File: src/rtl/prox_pkg.sv
package prox_pkg;

    typedef enum logic [2:0] {
        ST_STANDBY,
        ST_READY,
        ST_ACTIVE,
        ST_CHALLENGE,
        ST_AUTHENTICATED
    } card_state_t;

    typedef enum logic [2:0] {
        K_NONE,
        K_WAKE,
        K_ANTI,
        K_SELECT,
        K_AUTH,
        K_TOKEN,
        K_HALT,
        K_MEM
    } frame_kind_t;

    typedef enum logic [2:0] {
        OP_READ     = 3'd0,
        OP_WRITE    = 3'd1,
        OP_INC      = 3'd2,
        OP_DEC      = 3'd3,
        OP_TRANSFER = 3'd4,
        OP_RESTORE  = 3'd5
    } mem_op_t;

    localparam logic [7:0] CMD_WAKE     = 8'h26;
    localparam logic [7:0] CMD_ANTI     = 8'h93;
    localparam logic [7:0] CMD_SELECT   = 8'h70;
    localparam logic [7:0] CMD_AUTH     = 8'h60;
    localparam logic [7:0] CMD_TOKEN    = 8'hA5;
    localparam logic [7:0] CMD_HALT     = 8'h50;
    localparam logic [7:0] CMD_READ     = 8'h30;
    localparam logic [7:0] CMD_WRITE    = 8'hA0;
    localparam logic [7:0] CMD_INC      = 8'hC1;
    localparam logic [7:0] CMD_DEC      = 8'hC0;
    localparam logic [7:0] CMD_TRANSFER = 8'hB0;
    localparam logic [7:0] CMD_RESTORE  = 8'hC2;

    localparam logic [7:0] RSP_WAKE  = 8'h04;
    localparam logic [7:0] RSP_UID   = 8'h10;
    localparam logic [7:0] RSP_CHAL  = 8'h20;
    localparam logic [7:0] RSP_TOKEN = 8'h21;
    localparam logic [7:0] RSP_ACK   = 8'h0A;
    localparam logic [7:0] RSP_NAK   = 8'h05;

    localparam int SERIAL_W = 32;

    function automatic logic [7:0] serial_check(input logic [SERIAL_W-1:0] s);
        logic [7:0] acc;
        acc = '0;
        for (int i = 0; i < SERIAL_W / 8; i++) begin
            acc = acc ^ s[i*8 +: 8];
        end
        return acc;
    endfunction

endpackage

File: src/rtl/prox_lfsr.sv
module prox_lfsr #(
    parameter int          WIDTH = 16,
    parameter logic [15:0] TAPS  = 16'hB400,
    parameter logic [15:0] SEED  = 16'hACE1
) (
    input  logic             clk,
    input  logic             rst_n,
    output logic [WIDTH-1:0] value
);
    localparam logic [WIDTH-1:0] TAP_MASK = WIDTH'(TAPS);
    localparam logic [WIDTH-1:0] SEED_V   = WIDTH'(SEED);

    logic [WIDTH-1:0] q;

    always_ff @(posedge clk) begin
        if (!rst_n) begin
            q <= SEED_V;
        end else if (q[0]) begin
            q <= (q >> 1) ^ TAP_MASK;
        end else begin
            q <= q >> 1;
        end
    end

    assign value = q;
endmodule

File: src/rtl/prox_cmd_decode.sv
module prox_cmd_decode
    import prox_pkg::*;
(
    input  logic [7:0]  cmd,
    output frame_kind_t kind,
    output mem_op_t     op
);
    always_comb begin
        kind = K_MEM;
        op   = OP_READ;
        case (cmd)
            CMD_WAKE:     kind = K_WAKE;
            CMD_ANTI:     kind = K_ANTI;
            CMD_SELECT:   kind = K_SELECT;
            CMD_AUTH:     kind = K_AUTH;
            CMD_TOKEN:    kind = K_TOKEN;
            CMD_HALT:     kind = K_HALT;
            CMD_READ:     op   = OP_READ;
            CMD_WRITE:    op   = OP_WRITE;
            CMD_INC:      op   = OP_INC;
            CMD_DEC:      op   = OP_DEC;
            CMD_TRANSFER: op   = OP_TRANSFER;
            CMD_RESTORE:  op   = OP_RESTORE;
            default:      kind = K_NONE;
        endcase
    end
endmodule

File: src/rtl/prox_sector_guard.sv
module prox_sector_guard
    import prox_pkg::*;
#(
    parameter int BLK_W = 6,
    parameter int SEC_W = 2
) (
    input  logic [BLK_W-1:0] req_blk,
    input  logic [BLK_W-1:0] auth_blk,
    input  mem_op_t          op,
    output logic             same_sector,
    output logic             ro_hit
);
    localparam int SECTOR_BITS = BLK_W - SEC_W;

    logic [SECTOR_BITS-1:0] req_sec;
    logic [SECTOR_BITS-1:0] auth_sec;

    assign req_sec     = req_blk[BLK_W-1:SEC_W];
    assign auth_sec    = auth_blk[BLK_W-1:SEC_W];
    assign same_sector = (req_sec == auth_sec);
    assign ro_hit      = (req_blk == '0) && (op != OP_READ);
endmodule

File: src/rtl/prox_card_ctrl.sv
module prox_card_ctrl
    import prox_pkg::*;
#(
    parameter logic [31:0] SERIAL_ID  = 32'hC0FFEE12,
    parameter logic [7:0]  TYPE_CODE  = 8'h08,
    parameter int          NONCE_W    = 16,
    parameter logic [15:0] NONCE_SEED = 16'hACE1,
    parameter int          BLK_W      = 6,
    parameter int          SEC_W      = 2
) (
    input  logic                   clk,
    input  logic                   rst_n,
    input  logic                   field_on,
    input  logic                   frame_valid,
    input  logic [7:0]             frame_cmd,
    input  logic [3*NONCE_W-1:0]   frame_arg,
    input  logic [BLK_W-1:0]       frame_blk,
    output logic                   rsp_valid,
    output logic [7:0]             rsp_code,
    output logic [SERIAL_W+7:0]    rsp_data,
    output logic                   selected,
    output logic                   authed,
    output logic                   mem_req,
    output logic [2:0]             mem_op,
    output logic [BLK_W-1:0]       mem_blk
);
    localparam int RSP_W = SERIAL_W + 8;

    card_state_t          state, state_n;
    logic [NONCE_W-1:0]   chal_q;
    logic [BLK_W-1:0]     auth_blk_q;
    logic                 chal_ld;

    logic [NONCE_W-1:0]   rnd;
    frame_kind_t          kind;
    mem_op_t              op;
    logic                 same_sector;
    logic                 ro_hit;

    logic                 rv_n;
    logic [7:0]           rc_n;
    logic [RSP_W-1:0]     rd_n;
    logic                 mr_n;

    logic [NONCE_W-1:0]   tok_ra;
    logic [NONCE_W-1:0]   tok_rb;
    logic [NONCE_W-1:0]   tok_id;
    logic                 token_ok;
    logic                 serial_hit;

    prox_lfsr #(
        .WIDTH (NONCE_W),
        .SEED  (NONCE_SEED)
    ) u_lfsr (
        .clk   (clk),
        .rst_n (rst_n),
        .value (rnd)
    );

    prox_cmd_decode u_dec (
        .cmd  (frame_cmd),
        .kind (kind),
        .op   (op)
    );

    prox_sector_guard #(
        .BLK_W (BLK_W),
        .SEC_W (SEC_W)
    ) u_guard (
        .req_blk     (frame_blk),
        .auth_blk    (auth_blk_q),
        .op          (op),
        .same_sector (same_sector),
        .ro_hit      (ro_hit)
    );

    assign tok_ra     = frame_arg[3*NONCE_W-1:2*NONCE_W];
    assign tok_rb     = frame_arg[2*NONCE_W-1:NONCE_W];
    assign tok_id     = frame_arg[NONCE_W-1:0];
    assign token_ok   = (tok_rb == chal_q) && (tok_id == SERIAL_ID[NONCE_W-1:0]);
    assign serial_hit = (frame_arg[SERIAL_W-1:0] == SERIAL_ID);

    // Next-state and next-output decision
    always_comb begin
        state_n = state;
        rv_n    = 1'b0;
        rc_n    = '0;
        rd_n    = '0;
        mr_n    = 1'b0;
        chal_ld = 1'b0;
        if (!field_on) begin
            state_n = ST_STANDBY;
        end else if (frame_valid) begin
            if (kind == K_HALT) begin
                state_n = ST_STANDBY;
            end else begin
                unique case (state)
                    ST_STANDBY: begin
                        if (kind == K_WAKE) begin
                            state_n = ST_READY;
                            rv_n    = 1'b1;
                            rc_n    = RSP_WAKE;
                        end
                    end
                    ST_READY: begin
                        if (kind == K_WAKE) begin
                            rv_n = 1'b1;
                            rc_n = RSP_WAKE;
                        end else if (kind == K_ANTI) begin
                            rv_n = 1'b1;
                            rc_n = RSP_UID;
                            rd_n = {SERIAL_ID, serial_check(SERIAL_ID)};
                        end else if (kind == K_SELECT) begin
                            if (serial_hit) begin
                                state_n = ST_ACTIVE;
                                rv_n    = 1'b1;
                                rc_n    = TYPE_CODE;
                            end else begin
                                state_n = ST_STANDBY;
                            end
                        end
                    end
                    ST_ACTIVE: begin
                        if (kind == K_AUTH) begin
                            state_n = ST_CHALLENGE;
                            chal_ld = 1'b1;
                            rv_n    = 1'b1;
                            rc_n    = RSP_CHAL;
                            rd_n[NONCE_W-1:0] = rnd;
                        end else if (kind == K_MEM) begin
                            state_n = ST_STANDBY;
                        end
                    end
                    ST_CHALLENGE: begin
                        if (kind == K_TOKEN && token_ok) begin
                            state_n = ST_AUTHENTICATED;
                            rv_n    = 1'b1;
                            rc_n    = RSP_TOKEN;
                            rd_n[2*NONCE_W-1:0] = {chal_q, tok_ra};
                        end else begin
                            state_n = ST_STANDBY;
                        end
                    end
                    ST_AUTHENTICATED: begin
                        if (kind == K_AUTH) begin
                            state_n = ST_CHALLENGE;
                            chal_ld = 1'b1;
                            rv_n    = 1'b1;
                            rc_n    = RSP_CHAL;
                            rd_n[NONCE_W-1:0] = rnd;
                        end else if (kind == K_MEM) begin
                            if (!same_sector) begin
                                state_n = ST_STANDBY;
                            end else if (ro_hit) begin
                                rv_n = 1'b1;
                                rc_n = RSP_NAK;
                            end else begin
                                mr_n = 1'b1;
                                rv_n = 1'b1;
                                rc_n = RSP_ACK;
                            end
                        end
                    end
                    default: state_n = ST_STANDBY;
                endcase
            end
        end
    end

    // State register with session context
    always_ff @(posedge clk) begin
        if (!rst_n) begin
            state      <= ST_STANDBY;
            chal_q     <= '0;
            auth_blk_q <= '0;
        end else begin
            state <= state_n;
            if (chal_ld) begin
                chal_q     <= rnd;
                auth_blk_q <= frame_blk;
            end
        end
    end

    // Registered outputs
    always_ff @(posedge clk) begin
        if (!rst_n) begin
            rsp_valid <= 1'b0;
            rsp_code  <= '0;
            rsp_data  <= '0;
            selected  <= 1'b0;
            authed    <= 1'b0;
            mem_req   <= 1'b0;
            mem_op    <= '0;
            mem_blk   <= '0;
        end else begin
            rsp_valid <= rv_n;
            rsp_code  <= rc_n;
            rsp_data  <= rd_n;
            selected  <= (state_n == ST_ACTIVE) || (state_n == ST_CHALLENGE) ||
                         (state_n == ST_AUTHENTICATED);
            authed    <= (state_n == ST_AUTHENTICATED);
            mem_req   <= mr_n;
            mem_op    <= op;
            mem_blk   <= frame_blk;
        end
    end
endmodule

File: config.mk
export PLATFORM = sky130hd
export DESIGN_NAME = prox_card_ctrl
export DESIGN_NICKNAME = d
export VERILOG_FILES = /design/src/rtl/prox_pkg.sv /design/src/rtl/prox_lfsr.sv /design/src/rtl/prox_cmd_decode.sv /design/src/rtl/prox_sector_guard.sv /design/src/rtl/prox_card_ctrl.sv
export SDC_FILE = /design/constraint.sdc
export NUM_CORES = 1
export LEC_CHECK = 0
export BUFFER_PORTS_ARGS = -buffer_cell sky130_fd_sc_hd__clkbuf_2
export CAP_MARGIN = 10
export CORE_ASPECT_RATIO = 0.5
export CORE_UTILIZATION = 35
export CTS_CLUSTER_DIAMETER = 30
export DETAILED_ROUTE_END_ITERATION = 10
export MAX_ROUTING_LAYER = met4
export PLACE_DENSITY = 0.62
export SYNTH_ARGS = -nofsm -noshare
export SYNTH_HDL_FRONTEND = slang
export SYNTH_SLANG_ARGS = --single-unit
File: constraint.sdc
create_clock -name clk -period 4.9 [get_ports clk]
set_input_delay 0.735 -clock clk [delete_from_list [all_inputs] [get_ports clk]]
set_output_delay 0.735 -clock clk [all_outputs]
set_load 0.01 [all_outputs]
* After elaboration in Yosys (flattened, before gate mapping) *
Index checks and enable logic that the tools add are counted.

storage, ports and cells
  register bits = 102
  logic and storage cells = 116

cells by class
  equality and inequality tests = 30
  mux-type cells = 52
  bitwise logic cells = 8
  reductions and logical operators = 13

operators with widths
  operator                                              number
  two-way mux 32 bit                                    2
  equality test 8 bit (second input constant)           7
  one-hot mux 16 bit (3 select lines)                   1
  two-way mux 3 bit                                     14
  two-way mux 40 bit                                    1
  equality test 32 bit (second input constant)          1
  two-way mux 16 bit                                    2
  one-hot mux 16 bit (2 select lines)                   1
  one-hot mux 3 bit (5 select lines)                    2
  one-hot mux 6 bit (5 select lines)                    1
  equality test 8 x 7 -> 1 bit (second input constant)  3
  one-hot mux 3 bit (7 select lines)                    1
  two-way mux 4 bit                                     5
  equality test 3 x 2 -> 1 bit (second input constant)  6
  equality test 3 bit (second input constant)           6
  two-way mux 6 bit                                     3
  equality test 16 bit                                  1
  equality test 16 bit (second input constant)          1
  equality test 8 x 6 -> 1 bit (second input constant)  2
  two-way mux 1 bit                                     15
  OR reduction 6 bit                                    2
  two-way mux 5 bit                                     2
  OR reduction 8 bit                                    1
  NOT 1 bit                                             7
  12 further kinds                                      16

* Logic depth before layout (Yosys ltp) *
Gate-level depths: netlist (run 1).

  depth in word-level cells = 14
  depth in mapped cells = 10

* Modules after synthesis *
From an unflattened synthesis (run 1), not the netlist that was laid out.

unflattened totals
  cell total of the unflattened synthesis = 446
  area total of the unflattened synthesis = 4013.8 µm²

modules (own cells, without submodules)
  module             instances  cells each  area an instance (µm²)  sequential area each (µm²)
  prox_card_ctrl     1          368         3244.4                  1541.5
  prox_lfsr          1          36          452.9                   320.3
  prox_cmd_decode    1          34          256.5                   0.0
  prox_sector_guard  1          8           60.1                    0.0

* Worst setup path after synthesis (run 1) *
No wires, ideal clock.

  kind = input to register
  from = input frame_cmd[1]
  to = register auth_blk_q[2]
  library setup time = 116 ps
  data arrival time = 2444 ps
  slack = 2340 ps
  stages on the path = 10
  buffers on the path = 4
  cell sequence = buf_6 -> or4b_4 -> nor3_4 -> and2_1 -> buf_6 -> and3_1 -> buf_6 -> buf_12 -> mux2i_1 -> nor2b_1

between the ends
  cells in the longest elaborated chain, start to end = 9

ends and longest elaborated chain
  item                                                                 line                                          RTL
  from (decl)                                                          prox_card_ctrl.sv:15                          input logic [7:0] frame_cmd,
  equality test 8 x 6 -> 1 bit or equality test 8 bit (tied branches)  prox_cmd_decode.sv:11                         case (cmd)
  OR reduction 6 bit (no source line)                                  n/a
  one-hot mux 3 bit (7 select lines) (*)                               prox_cmd_decode.sv:11
  equality test 3 bit                                                  prox_card_ctrl.sv:124, prox_card_ctrl.sv:145
  two-way mux 1 bit                                                    prox_card_ctrl.sv:124, prox_card_ctrl.sv:145
  two-way mux 1 bit                                                    n/a
  two-way mux 1 bit (*)                                                prox_card_ctrl.sv:94                          if (kind == K_HALT) begin
  two-way mux 1 bit (*)                                                prox_card_ctrl.sv:93                          end else if (frame_valid) begin
  two-way mux 1 bit (*)                                                prox_card_ctrl.sv:91                          if (!field_on) begin
  to (signal assigned)                                                 prox_card_ctrl.sv:180                         auth_blk_q <= frame_blk;
  to (decl)                                                            prox_card_ctrl.sv:31                          logic [BLK_W-1:0] auth_blk_q;

Mark *: on every way between the ends. The rest lies on a longest branch, timed or not.
A chain may end at the register's enable or synchronous reset.

* Worst setup path in the final report (run 1) *
  from = input frame_cmd[1]
  to = register auth_blk_q[3]

Same word-level chain as after synthesis.

==> results of run 1 <==
## area by class of cell
class | count | area, sq um
clock buffers | 10 | 239
clock inverters | 6 | 78.8
flip-flops and latches | 91 | 1820
multi-input cells | 279 | 1750
inverters | 3 | 11.3
fillers | 1036 | 5660
well taps | 140 | 175
repair buffers | 120 | 606
## path summary, 6_finish.rpt
kind                                                 start                         end  slack, ns  cells after the start
worst max-delay path                          frame_cmd[1]  auth_blk_q[3]$_SDFFE_PN0P_       1.90                      8
worst min-delay path            u_lfsr.value[7]$_SDFF_PN1_  u_lfsr.value[6]$_SDFF_PN1_       0.49                      1
worst max register to register         state[1]$_SDFF_PN0_  auth_blk_q[3]$_SDFFE_PN0P_       2.43                      7
worst min register to register  u_lfsr.value[7]$_SDFF_PN1_  u_lfsr.value[6]$_SDFF_PN1_       0.49                      1
## placed cells by master, fill, tap and decap left out, drive strengths merged, types with 3 or more instances in the layout
master / instances
nor3: 3
nand2: 41
a22oi: 12
nor4b: 6
and3: 5
nor4: 3
xor2: 8
nor2: 34
mux2i: 20
xnor2: 15
inv: 7
nand2b: 12
nand3: 4
clkbuf: 128
nand4: 8
and2: 17
nand4b: 4
conb: 8
a31oi: 7
a21oi: 24
nor3b: 4
nor2b: 22
o21ai: 3
dfxtp: 91
## worst max-delay path, stage by stage
cell and delay, ns:
clkbuf_2 0.17, or4b_4 0.61, nor3_4 0.15, and2_1 0.65, and3_1 0.25, buf_4 0.33
mux2i_1 0.26, nor2b_1 0.06
## Yosys cell counts (2+ instances only)
| master | n | area, sq um |
|---|---|---|
| nand4_1 | 8 | 50.1 |
| o21ai_0 | 3 | 15.0 |
| nor3_1 | 2 | 10.0 |
| dfxtp_1 | 91 | 1820 |
| nor3b_1 | 4 | 30.0 |
| xor2_1 | 8 | 70.1 |
| buf_12 | 2 | 40.0 |
| nor2_1 | 34 | 128 |
| nand2_1 | 41 | 154 |
| a21oi_1 | 24 | 120 |
| a22oi_1 | 12 | 90.1 |
| nand3_1 | 4 | 20.0 |
| mux2i_1 | 20 | 200 |
| nor4_1 | 2 | 12.5 |
| nor4b_1 | 6 | 52.6 |
| nor2b_1 | 22 | 138 |
| nand4b_1 | 4 | 35.0 |
| clkbuf_1 | 10 | 37.5 |
| a31oi_1 | 7 | 43.8 |
| buf_4 | 9 | 67.6 |
| buf_2 | 7 | 35.0 |
| buf_6 | 3 | 33.8 |
| and2_1 | 17 | 106 |
| and3_1 | 5 | 31.3 |
| or3b_2 | 2 | 17.5 |
| inv_1 | 3 | 11.3 |
| o211ai_1 | 2 | 15.0 |
| nand2b_1 | 12 | 75.1 |
| xnor2_1 | 15 | 131 |
| and4b_1 | 2 | 20.0 |
## registers in the layout (all words and copies together) (netlist names)
register      cells
mem_blk           6
chal_q           16
auth_blk_q        4
rsp_valid         1
rsp_code          6
rsp_data         33
selected          1
mem_op            3
state             3
mem_req           1
authed            1
u_lfsr.value     16
## cells by family (layout without fill, tap and decap cells)
group           after synthesis  count (layout)  synth area share (%)
compound gates               53              53                  8.61
flops                        91              91                  48.4
buf+inv                      34             139                  5.98
other cells                   1               8                0.0996
xor+xnor                     23              23                  5.35
simple gates                175             175                  26.3
mux                          20              20                  5.32
## report_power, final
group / switching, W / leakage, nW / total [W] / internal (W)
sequential: 0.00000940 / 0.739 / 0.000761 / 0.000751
clock: 0.000305 / 0.158 / 0.000726 / 0.000421
combinational: 0.0000431 / 0.978 / 0.0000849 / 0.0000418
## per-layer routing
metal  share of wire, %  vias up  wire length (um)  GRT usage [%]
met4                1.1        0               103           5.04
met1                 47     1453              4390           22.8
met5                  0        -                 0              -
met2                 47       84              4320           28.3
li1                   -     1565                 -              -
met3                4.6       10               427           4.25
## per-stage QoR
stage                     instances  setup WS (ns)  utilization [%]
after detailed placement        633           1.53             42.2
after CTS                       649           1.88             45.3
after floorplan                 404           2.34                -
after global routing            649           1.67             45.3
after global placement          633           1.61             42.2
final                           649           1.90             45.3
==> impl_metrics.toml, run 1 <==
[drt]
first_pass_iters = 4
vias = 3112
ant_nets = 0
drt_wl_total_mm = 9.24
vias_per_cell = 4.80
drt_iter0_drc = 192
drc = 0
wl_per_cell_um = 14.2

[sta]
relSlewSlack_pct = 35.9
finalSetupViolations = 0
setup_tns_ns = 0
fmax_mhz = 333
holdWs_ns = 0.490
hold_viol = 0
finalCriticalPeriod_ns = 3.00
finalCritPeriodShare_pct = 61.2
skew_ns = 0.00779
worst_slew_pin_slew_ns = 0.959
rsz0062_at_grt = "false"
slew_viol_final = 0

[final_layout]
drive_gt1_share_pct = 27.9
num_antenna_cells = 0
syn2layout_area_growth_pct = 24.4
nets = 570
final_area_sq_um = 4680

[floorplanning]
core-area_sq_um = 10300
die_area_sq_um = 11200
rows = 26
initial_core_util_pct = 36.4
die_y_um = 75.3
dieWidth_um = 149
ioPinCount = 127

[clocking]
clk_latency_ns = 0.34
path_clk_slew_ns = 0.07
cts.sinks = 91
numCtsBuffers = 9
cts-resized-gates = 0
post_cts.repair.setup_buffers = 0
cts_tree = "done"
cts_hold_buf = 0
htreeDepth = 3
root_buffer = "clkbuf_16"
cts.path.max_buffers = 2

[yosys]
synth-edff-count = 0
synthesis.area_sq_um = 3760
syn_avg_cell_area_sq_um = 9.48
async_flop_share_pct = 0
ys_types = 46
yosysSeqAreaShare_pct = 48.4
syn_inst = 397
ys_ff_latch = 91
yosys_most_used_dff = "dfxtp_1"
yosysWarnings = 0

[setup_path]
crit_path_start_kind = "input pin"
worstPathMaxFanout = 20
critical_path_required_ns = 5.13
crit_type = "input pin to flop"
endpoint_kind = "flop"
crit_arrival_ns = 3.23

[place]
dpl.hpwl_mm = 6.90
io_buffers = 118
place_congestion = 0.870
placed_area_sq_um = 4370

[min_path]
hold_path_class = "flop to flop"

[outcome]
outcome = "finished, final reports clean"

[global_routing]
grt_max_degree = 48
antenna_found_initial = 0
grt_pass1_wl_mm = 14.5
gr-total-overflow = 0
grt_use_total_pct = 17.8
grt_pass1_vias = 2812

[power_and_ir_drop]
cellPowerDensity_nw_per_um2 = 336
finalPower_w = 0.00157
cellLeakagePower_nw = 1.87
ir_drop_v = 0.000185

[flow_run]
cap_violations = 0
Power figures use the tool's default switching activity.
==> run 2: changes to the inputs <==
- clock period: 4.9 -> 3.1 ns (I/O delays scaled with it)
==> impl_metrics.toml, run 2 (synthesis results as in run 1) <==
[place]
io_buffers = 118
dpl.hpwl_mm = 7.06
place_congestion = 0.874
dpl.cell_count = 637

[drt]
drc = 0
wl_per_cell_um = 14.6
first_pass_iters = 6
vias = 3136
drt_iter0_drc = 202
ant_nets = 0
drt_wl_total_mm = 9.53
vias_per_cell = 4.81

[final_layout]
final_cells = 652
final_cell_mix = "clkbuf_2 (118), dfxtp_1 (91), nand2_1 (41), nor2_1 (34), a21oi_1 (24)"
regMostFlops = "rsp_data"
nets = 574
fillers = 1031
largest_reg_flops = 33
num_antenna_cells = 0
final_common_cell = "clkbuf_2"
drive_gt1_share_pct = 28.1
utilization_pct = 45.3
syn2layout_area_growth_pct = 24.5

[global_routing]
grt_max_degree = 47
antenna_found_initial = 0
grt_pass1_vias = 2925
gr-total-overflow = 0
grt_pass1_wl_mm = 14.7
grt_use_total_pct = 18.2

[clocking]
post_cts.repair.setup_buffers = 0
path_clk_slew_ns = 0.06
numCtsBuffers = 9
cts_tree = "done"
htreeDepth = 3
cts-resized-gates = 0
root_buffer = "clkbuf_16"
cts_hold_buf = 0
clk_latency_ns = 0.34
cts.sinks = 91
cts.path.max_buffers = 2

[setup_path]
crit_path_start_kind = "input pin"
worstPathMaxFanout = 8
slowest_delay_ns = 0.55
crit_path_top_delay_cell = "or3b_2"
cp_top_family = "simple AND/OR/NAND/NOR gates"
path_buf_inv = 1
crit_arrival_ns = 2.47
crit_chain = "clkbuf_2 -> nor4b_1 -> or3b_2 -> nand3_1 -> nor3_1 -> a211oi_1 -> o22ai_1"
endpoint_kind = "flop"
critical_path_required_ns = 3.31
crit_type = "input pin to flop"

[sta]
setup_tns_ns = 0
finalCriticalPeriod_ns = 2.26
worst_slew_pin_slew_ns = 0.554
relSlewSlack_pct = 62.6
skew_ns = 0.00844
fmax_mhz = 442
finalSetupViolations = 0
hold_viol = 0
rsz0062_at_grt = "false"
slew_viol_final = 0
holdWs_ns = 0.342
finalCritPeriodShare_pct = 72.9

[power_and_ir_drop]
internal_power_w = 0.00188
p_switching_w = 0.000545
cellLeakagePower_nw = 1.87
ir_drop_v = 0.000218
p_seq_share_pct = 49.6
cellPowerDensity_nw_per_um2 = 517
swShare_pct = 22.5
finalPower_w = 0.00243
combPwrFrac_pct = 5.6
clock_power_share_pct = 44.8

[floorplanning]
rows = 26
core-area_sq_um = 10300
dieWidth_um = 149
initial_core_util_pct = 36.4
die_y_um = 75.3
die_area_sq_um = 11200
ioPinCount = 127

[outcome]
outcome = "finished, final reports clean"

[flow_run]
cap_violations = 0

[min_path]
hold_path_class = "input pin to flop"
[run 2: cell types whose count changed in the layout (fill, tap and decap cells not counted), sizes merged]
cell      before  now
buf            2    6
clkinv         1    0
clkinvlp       0    2
inv            7    5
[run 2: final timing paths]
kind	cells after the start	to	slack [ns]	from
min reg2reg	1	u_lfsr.value[6]$_SDFF_PN1_	0.47	u_lfsr.value[7]$_SDFF_PN1_
min	2	mem_blk[1]$_SDFF_PN0_	0.34	frame_blk[1]
max	7	selected$_SDFF_PN0_	0.84	frame_cmd[4]
max reg2reg	7	rsp_data[27]$_SDFF_PP0_	0.92	state[2]$_SDFF_PN0_
[run 2: area by class of cell]
class	instances	area, sq um	area share, %
multi-input cells	279	1750	37.4
well taps	140	175	3.74
repair buffers	124	636	13.6
inverters	3	11.3	0.240
clock buffers	10	229	4.88
flip-flops and latches	91	1820	38.9
clock inverters	5	62.6	1.33
[run 2: power groups by stage]
stage	Sequential (W)	Clock, W	Combinational, W
6_report	0.00120	0.00109	0.000137
5_1_grt	0.00120	0.00117	0.000151
4_1_cts	0.00120	0.00112	0.000137
3_5_place_dp	0.00123	0	0.000136
3_3_place_gp	0.00123	0	0.000136
2_1_floorplan	0.00122	0	0.0000717
[run 2: through the flow]
stage	instance area [sq um]	worst slack, ns
2_1_floorplan	3790	0.810
5_1_grt	4690	0.676
3_3_place_gp	4400	0.474
4_1_cts	4690	0.874
3_5_place_dp	4400	0.513
6_report	4690	0.839
[run 2: per-layer routing]
layer	share of wire (%)	wire [um]	up-vias	global-route usage [%]
li1	-	-	1565	-
met1	47	4520	1471	22.3
met2	46	4350	87	28.7
met3	5.2	493	13	4.97
met4	1.7	159	0	7.79
met5	0	0	-	-
